**src/rtl/fpo_pkg.sv**
```systemverilog
package fpo_pkg;

  typedef enum logic [1:0] {
    OM_FLAG = 2'b00,
    OM_GAP  = 2'b01,
    OM_NIB  = 2'b10,
    OM_RSV  = 2'b11
  } out_mode_e;

  // Reserved code falls back to the flag form.
  function automatic out_mode_e norm_mode(input logic [1:0] m);
    return (m == 2'b11) ? OM_FLAG : out_mode_e'(m);
  endfunction

  // Overhead occupies a prefix of the frame whose length depends on line type.
  function automatic logic pos_is_oh(input int unsigned pos, input logic e3,
                                     input int unsigned oh_ds3, input int unsigned oh_e3);
    return e3 ? (pos < oh_e3) : (pos < oh_ds3);
  endfunction

  // Slot 0 (first received) lands in nibble bit 3.
  function automatic logic [1:0] nib_lane(input logic [1:0] slot);
    return 2'd3 - slot;
  endfunction

endpackage

```
**src/rtl/fpo_frame_track.sv**
```systemverilog
module fpo_frame_track
  import fpo_pkg::*;
#(
  parameter int FRAME_BITS = 1536,
  localparam int POS_W = $clog2(FRAME_BITS)
) (
  input  logic             clk,
  input  logic             rst_n,
  input  logic             in_valid,
  input  logic             in_fsync,
  input  logic [1:0]       cfg_mode,
  input  logic             cfg_e3,
  output logic             take,
  output logic [POS_W-1:0] pos_now,
  output out_mode_e        mode_now,
  output logic             e3_now,
  output logic             synced
);

  localparam logic [POS_W-1:0] LAST = POS_W'(FRAME_BITS - 1);

  logic [POS_W-1:0] cnt_q;
  logic             synced_q;
  out_mode_e        mode_q;
  logic             e3_q;
  logic             sync_take;

  assign sync_take = in_valid && in_fsync;
  assign take      = in_valid && (synced_q || in_fsync);
  assign pos_now   = in_fsync ? '0 : cnt_q;
  assign mode_now  = in_fsync ? norm_mode(cfg_mode) : mode_q;
  assign e3_now    = in_fsync ? cfg_e3 : e3_q;
  assign synced    = synced_q;

  always_ff @(posedge clk) begin
    if (!rst_n) begin
      cnt_q    <= '0;
      synced_q <= 1'b0;
      mode_q   <= OM_FLAG;
      e3_q     <= 1'b0;
    end else begin
      if (take) cnt_q <= (pos_now == LAST) ? '0 : pos_now + 1'b1;
      if (sync_take) begin
        synced_q <= 1'b1;
        mode_q   <= norm_mode(cfg_mode);
        e3_q     <= cfg_e3;
      end
    end
  end


  cnt_range_chk: assert property (@(posedge clk) disable iff (!rst_n)
    cnt_q <= LAST);


  cfg_hold_chk: assert property (@(posedge clk) disable iff (!rst_n)
    !sync_take |=> ($stable(mode_q) && $stable(e3_q)));

  // input contract: one strobe per two-cycle bit period
  valid_gap_chk: assert property (@(posedge clk) disable iff (!rst_n)
    in_valid |=> !in_valid);

endmodule

```
**src/rtl/fpo_nib_pack.sv**
```systemverilog
module fpo_nib_pack
  import fpo_pkg::*;
#(
  parameter int POS_W = 11
) (
  input  logic             clk,
  input  logic             rst_n,
  input  logic             take,
  input  logic             bit_in,
  input  logic [POS_W-1:0] pos_now,
  input  logic             oh_now,
  output logic             nib_done,
  output logic [3:0]       nib_word,
  output logic             nib_oh,
  output logic             nib_sof
);

  logic [3:0] acc_q, acc_nx;
  logic       oh_q, oh_nx;
  logic       sof_q, sof_nx;
  logic [1:0] slot;
  logic       first_slot;

  assign slot       = pos_now[1:0];
  assign first_slot = (slot == 2'd0);

  always_comb begin
    acc_nx = first_slot ? 4'b0000 : acc_q;
    acc_nx[nib_lane(slot)] = bit_in;
    oh_nx  = (first_slot ? 1'b0 : oh_q) | oh_now;
    sof_nx = first_slot ? (pos_now == '0) : sof_q;
  end

  assign nib_done = take && (slot == 2'd3);
  assign nib_word = acc_nx;
  assign nib_oh   = oh_nx;
  assign nib_sof  = sof_nx;

  always_ff @(posedge clk) begin
    if (!rst_n) begin
      acc_q <= '0;
      oh_q  <= 1'b0;
      sof_q <= 1'b0;
    end else if (take) begin
      acc_q <= acc_nx;
      oh_q  <= oh_nx;
      sof_q <= sof_nx;
    end
  end


  nib_sof_slot_chk: assert property (@(posedge clk) disable iff (!rst_n)
    (nib_done && nib_sof) |-> (pos_now == POS_W'(3)));

endmodule

```
**src/rtl/fpo_payload_out.sv**
```systemverilog
module fpo_payload_out
  import fpo_pkg::*;
#(
  parameter int FRAME_BITS = 1536,
  parameter int OH_DS3     = 12,
  parameter int OH_E3      = 10
) (
  input  logic       clk,
  input  logic       rst_n,
  input  logic [1:0] cfg_mode,
  input  logic       cfg_e3,
  input  logic       in_bit,
  input  logic       in_valid,
  input  logic       in_fsync,
  output logic       ser_out,
  output logic [3:0] nib_out,
  output logic       ohgc_out,
  output logic       oclk_out,
  output logic       sof_out
);

  localparam int POS_W = $clog2(FRAME_BITS);

  logic             take;
  logic [POS_W-1:0] pos_now;
  out_mode_e        mode_now;
  logic             e3_now;
  logic             synced;
  logic             oh_now;
  logic             nib_done;
  logic [3:0]       nib_word;
  logic             nib_oh;
  logic             nib_sof;

  logic       ser_q, ohgc_q, oclk_q, sof_q, gap_q;
  logic [3:0] nib_q;

  fpo_frame_track #(.FRAME_BITS(FRAME_BITS)) u_track (
    .clk      (clk),
    .rst_n    (rst_n),
    .in_valid (in_valid),
    .in_fsync (in_fsync),
    .cfg_mode (cfg_mode),
    .cfg_e3   (cfg_e3),
    .take     (take),
    .pos_now  (pos_now),
    .mode_now (mode_now),
    .e3_now   (e3_now),
    .synced   (synced)
  );

  assign oh_now = pos_is_oh(32'(pos_now), e3_now, OH_DS3, OH_E3);

  fpo_nib_pack #(.POS_W(POS_W)) u_pack (
    .clk      (clk),
    .rst_n    (rst_n),
    .take     (take),
    .bit_in   (in_bit),
    .pos_now  (pos_now),
    .oh_now   (oh_now),
    .nib_done (nib_done),
    .nib_word (nib_word),
    .nib_oh   (nib_oh),
    .nib_sof  (nib_sof)
  );

  always_ff @(posedge clk) begin
    if (!rst_n) begin
      ser_q  <= 1'b0;
      nib_q  <= '0;
      ohgc_q <= 1'b0;
      oclk_q <= 1'b0;
      sof_q  <= 1'b0;
      gap_q  <= 1'b0;
    end else begin
      oclk_q <= 1'b0;
      if (gap_q) ohgc_q <= 1'b0;
      if (take) begin
        unique case (mode_now)
          OM_NIB: begin
            ser_q <= 1'b0;
            gap_q <= 1'b0;
            if (nib_done) begin
              nib_q  <= nib_word;
              oclk_q <= 1'b1;
              sof_q  <= nib_sof;
              ohgc_q <= e3_now && nib_oh;
            end
          end
          OM_GAP: begin
            ser_q  <= in_bit;
            nib_q  <= '0;
            oclk_q <= 1'b1;
            sof_q  <= (pos_now == '0);
            ohgc_q <= !oh_now;
            gap_q  <= 1'b1;
          end
          default: begin
            ser_q  <= in_bit;
            nib_q  <= '0;
            oclk_q <= 1'b1;
            sof_q  <= (pos_now == '0);
            ohgc_q <= oh_now;
            gap_q  <= 1'b0;
          end
        endcase
      end
    end
  end

  assign ser_out  = ser_q;
  assign nib_out  = nib_q;
  assign ohgc_out = ohgc_q;
  assign oclk_out = oclk_q;
  assign sof_out  = sof_q;


  presync_quiet_chk: assert property (@(posedge clk) disable iff (!rst_n)
    (!synced && !in_fsync) |=> (!oclk_out && !ohgc_out && !sof_out));


  oclk_single_chk: assert property (@(posedge clk) disable iff (!rst_n)
    oclk_out |=> !oclk_out);


  gap_pulse_chk: assert property (@(posedge clk) disable iff (!rst_n)
    (gap_q && ohgc_out) |-> oclk_out);


  ds3_nib_quiet_chk: assert property (@(posedge clk) disable iff (!rst_n)
    (take && mode_now == OM_NIB && !e3_now) |=> !ohgc_out);


  sof_with_clk_chk: assert property (@(posedge clk) disable iff (!rst_n)
    $rose(sof_out) |-> oclk_out);

endmodule

```
**config.mk**
```make
export PLATFORM = sky130hd
export DESIGN_NAME = fpo_payload_out
export DESIGN_NICKNAME = d
export VERILOG_FILES = /design/src/rtl/fpo_pkg.sv /design/src/rtl/fpo_frame_track.sv /design/src/rtl/fpo_nib_pack.sv /design/src/rtl/fpo_payload_out.sv
export SDC_FILE = /design/constraint.sdc
export NUM_CORES = 1
export LEC_CHECK = 0
export BUFFER_PORTS_ARGS = -buffer_cell sky130_fd_sc_hd__buf_2
export CORE_MARGIN = 4
export CORE_UTILIZATION = 30
export DETAILED_ROUTE_END_ITERATION = 16
export HOLD_SLACK_MARGIN = 0.05
export PLACE_DENSITY_LB_ADDON = 0.05
export SYNTH_ARGS = -nofsm -noshare
export SYNTH_HDL_FRONTEND = slang
export SYNTH_SLANG_ARGS = --single-unit
```
**constraint.sdc**
```tcl
create_clock -name clk -period 2.74 [get_ports clk]
set_input_delay 0.137 -clock clk [delete_from_list [all_inputs] [get_ports clk]]
set_output_delay 0.137 -clock clk [all_outputs]
set_load 0.05 [all_outputs]
```
==> flow_metrics.tcl <==
set metrics [dict create \
    syn_avg_cell_area_sq_um 8.12 \
    grt_pass1_vias 1374 \
    core.rowCount 26 \
    fin_nets 225 \
    start_util_pct 31.6 \
    grt_max_degree 29 \
    finalWirelength_um 3930 \
    routabilityCongestion 0.774 \
    ys_seq_area_share_pct 35.0 \
    synthesis.area_sq_um 1660 \
    rsz0062_at_grt "no" \
    drt_pass1_iterations 4 \
    cts_buffers 5 \
    cts_resized 0 \
    drt_iter0_markers 91 \
    grt_remaining_overflow 0 \
    hpwl_um 2800 \
    insertion_delay_ns 0.28 \
    tns_ns 0 \
    fill_cells 563 \
    syn_inst 204 \
    synthFlopType "dfxtp_1" \
    remaining_drc_errors 0 \
    critical_path_class "flip-flop to flip-flop" \
    ctsHoldBuffers 0 \
    min_period_ns 2.25 \
    path_clk_slew_ns 0.07 \
    num_vias 1423 \
    core_area_sq_um 5240 \
    ant_nets 0 \
    routedWlPerCell_um 13.9 \
    async_flop_share_pct 0 \
    required_ns 2.94 \
    setup_viol 0 \
    cp_slowest_stage_delay_ns 0.42 \
    cts_tree "yes" \
    status "finished, final reports clean" \
    yosysWarnings 0 \
    maxCapViolations 0 \
    power_leakage_nw 0.720 \
    dieWidth_um 82.3 \
    hold_violations 0 \
    start_kind "flip-flop" \
    ios 16 \
    ir_worst_vdd_uv 226 \
    die-area_sq_um 6770 \
    n_antenna_cell 0 \
    viasPerCell 5.05 \
    cp_cell_sequence "nor2b_1 > ha_1 > and4b_1 > nand3_1 > or4_1 > a21oi_1" \
    worstPathArrival_ns 2.45 \
    synth-edff-count 0 \
    synth_top_area_share_pct 35.0 \
    cp_max_fo 10 \
    finClkSkew_ns 0.00762 \
    cts_max_level 2 \
    cellPowerDensity_nw_per_um2 577 \
    timing.slew.headroom_pct 38.9 \
    cts_sinks 29 \
    postCtsSetupBuffers 0 \
    slew_violations 0 \
    synth.area.top_cells "dfxtp_1, a21oi_1, nand2_1" \
    grtUsageTotal_pct 13.3 \
    die_h_um 82.3 \
    grt_pass1_wl_um 6820 \
    hold_class "input pin to flip-flop" \
    tightest_slew_ns 0.916 \
    drive_above_1_share_pct 16.0 \
    fin_crit_sh_pct 82.0 \
    ys_seq_elements 29 \
    clock_path_buffers 2 \
    syn_to_final_growth_pct 13.1 \
    synth_area_leader_cell "dfxtp_1" \
    syn_nets 218 \
    clockRootBuffer "clkbuf_8" \
    placed_cells_incl_taps 274 \
    layout.cells.non_filler 282 \
    max_freq_ghz 0.445 \
    worst_setup_path_end_kind "flip-flop" \
    io_buffers 15 \
    synth_cell_types 43 \
    antenna_found_initial 0 \
    slowest_stage "ha_1" \
]
-- cells in the mapped netlist (2+ instances only) --
| cell | count |
|---|---|
| dfxtp_1 | 29 |
| a21oi_1 | 22 |
| nand2_1 | 21 |
| o21ai_0 | 13 |
| nor2_1 | 12 |
| a31oi_1 | 9 |
| inv_1 | 9 |
| nor2b_1 | 8 |
| nand3_1 | 7 |
| buf_2 | 6 |
| clkbuf_1 | 6 |
| ha_1 | 6 |
| a22oi_1 | 5 |
| and3_1 | 4 |
| mux2i_1 | 4 |
| mux2_2 | 3 |
| nand4_1 | 3 |
| nor3_1 | 3 |
| buf_4 | 2 |
| buf_6 | 2 |
| nand2b_1 | 2 |
| nand3b_1 | 2 |
| nand4b_1 | 2 |
| nor4_2 | 2 |
| o211ai_1 | 2 |
| or3_1 | 2 |
| or4_1 | 2 |
-- layout by cell type (no fill, tap or decap), types with 3 or more instances in the layout --
| cell | Yosys | layout |
|---|---|---|
| o21ai_0 | 13 | 12 |
| mux2i_1 | 4 | 4 |
| nor3_1 | 3 | 3 |
| nand4_1 | 3 | 3 |
| buf_2 | 6 | 15 |
| ha_1 | 6 | 6 |
| nand3_1 | 7 | 7 |
| mux2_2 | 3 | 3 |
| clkbuf_8 | 0 | 5 |
| inv_1 | 9 | 9 |
| a22oi_1 | 5 | 5 |
| nand2_1 | 21 | 21 |
| dfxtp_1 | 29 | 29 |
| nor2b_1 | 8 | 8 |
| a21oi_1 | 22 | 22 |
| and3_1 | 4 | 4 |
| nor2_1 | 12 | 12 |
| a31oi_1 | 9 | 9 |
-- routing by layer --
metal | track usage (%) | wire length, um
met5 | 0 | 0
met4 | 4.98 | 61
met3 | 3.69 | 104
met2 | 21.1 | 1790
met1 | 17.1 | 1980
-- state kept, by name, summed over array words and instances, names as in the netlist --
register	count
gap_q	1
oclk_out	1
u_pack.sof_q	1
ohgc_out	1
sof_out	1
u_pack.acc_q	3
u_pack.oh_q	1
u_track.mode_q	2
u_track.synced	1
u_track.e3_q	1
nib_out	4
ser_out	1
u_track.cnt_q	11
-- power breakdown --
group          total [mW]  switching [mW]  internal (mW)
logic               0.108          0.0720         0.0362
clock network       0.532           0.171          0.361
registers           0.441         0.00737          0.434
total                1.08           0.251          0.831
-- area by class of cell --
class,instances,area (sq um),share of cell area [%]
Clock buffer,5,68.8,3.67
Clock inverter,3,65.1,3.47
Inverter,9,33.8,1.80
Multi-Input combinational cell,149,948,50.6
Sequential cell,29,581,31.0
Tap cell,70,87.6,4.67
Timing Repair Buffer,17,90.1,4.81
-- critical path, delay by kind of cell (launching register included) --
kind,cells,cell delay [ns]
AND/OR/NAND/NOR,4,1.21
adder cells (fa/ha/maj),1,0.42
flip-flops,1,0.41
AO/OA/AOI/OAI,1,0.13
-- logic make-up after synthesis --
kind of cell,after synthesis,share of synthesized area [%]
simple gates,75,25.5
compound gates,60,22.2
flops,29,35.0
buf+inv,26,7.70
mux,7,4.46
fa+ha+maj,6,4.53
xor+xnor,1,0.529
-- worst paths after layout --
path / startpoint / end / slack (ns) / depth (start not counted)
worst max-delay path: u_track.cnt_q[0] / u_track.cnt_q[8] / 0.49 / 6
worst min-delay path: cfg_e3 / u_track.e3_q / 0.13 / 3
worst max register to register: u_track.cnt_q[0] / u_track.cnt_q[8] / 0.49 / 6
worst min register to register: u_pack.oh_q / u_pack.oh_q / 0.45 / 2
-- per-stage QoR --
stage	hold WS, ns	util, %	instance area (sq um)	setup WS, ns	power, mW
after floorplan	0.280	-	1660	0.891	0.529
after global placement	0.420	33.2	1740	0.573	0.559
after detailed placement	0.421	33.2	1740	0.476	0.559
after CTS	0.116	35.8	1870	0.477	1.10
after global routing	0.129	35.8	1870	0.285	1.13
final	0.128	35.8	1870	0.494	1.08
Power figures use the tool's default switching activity.
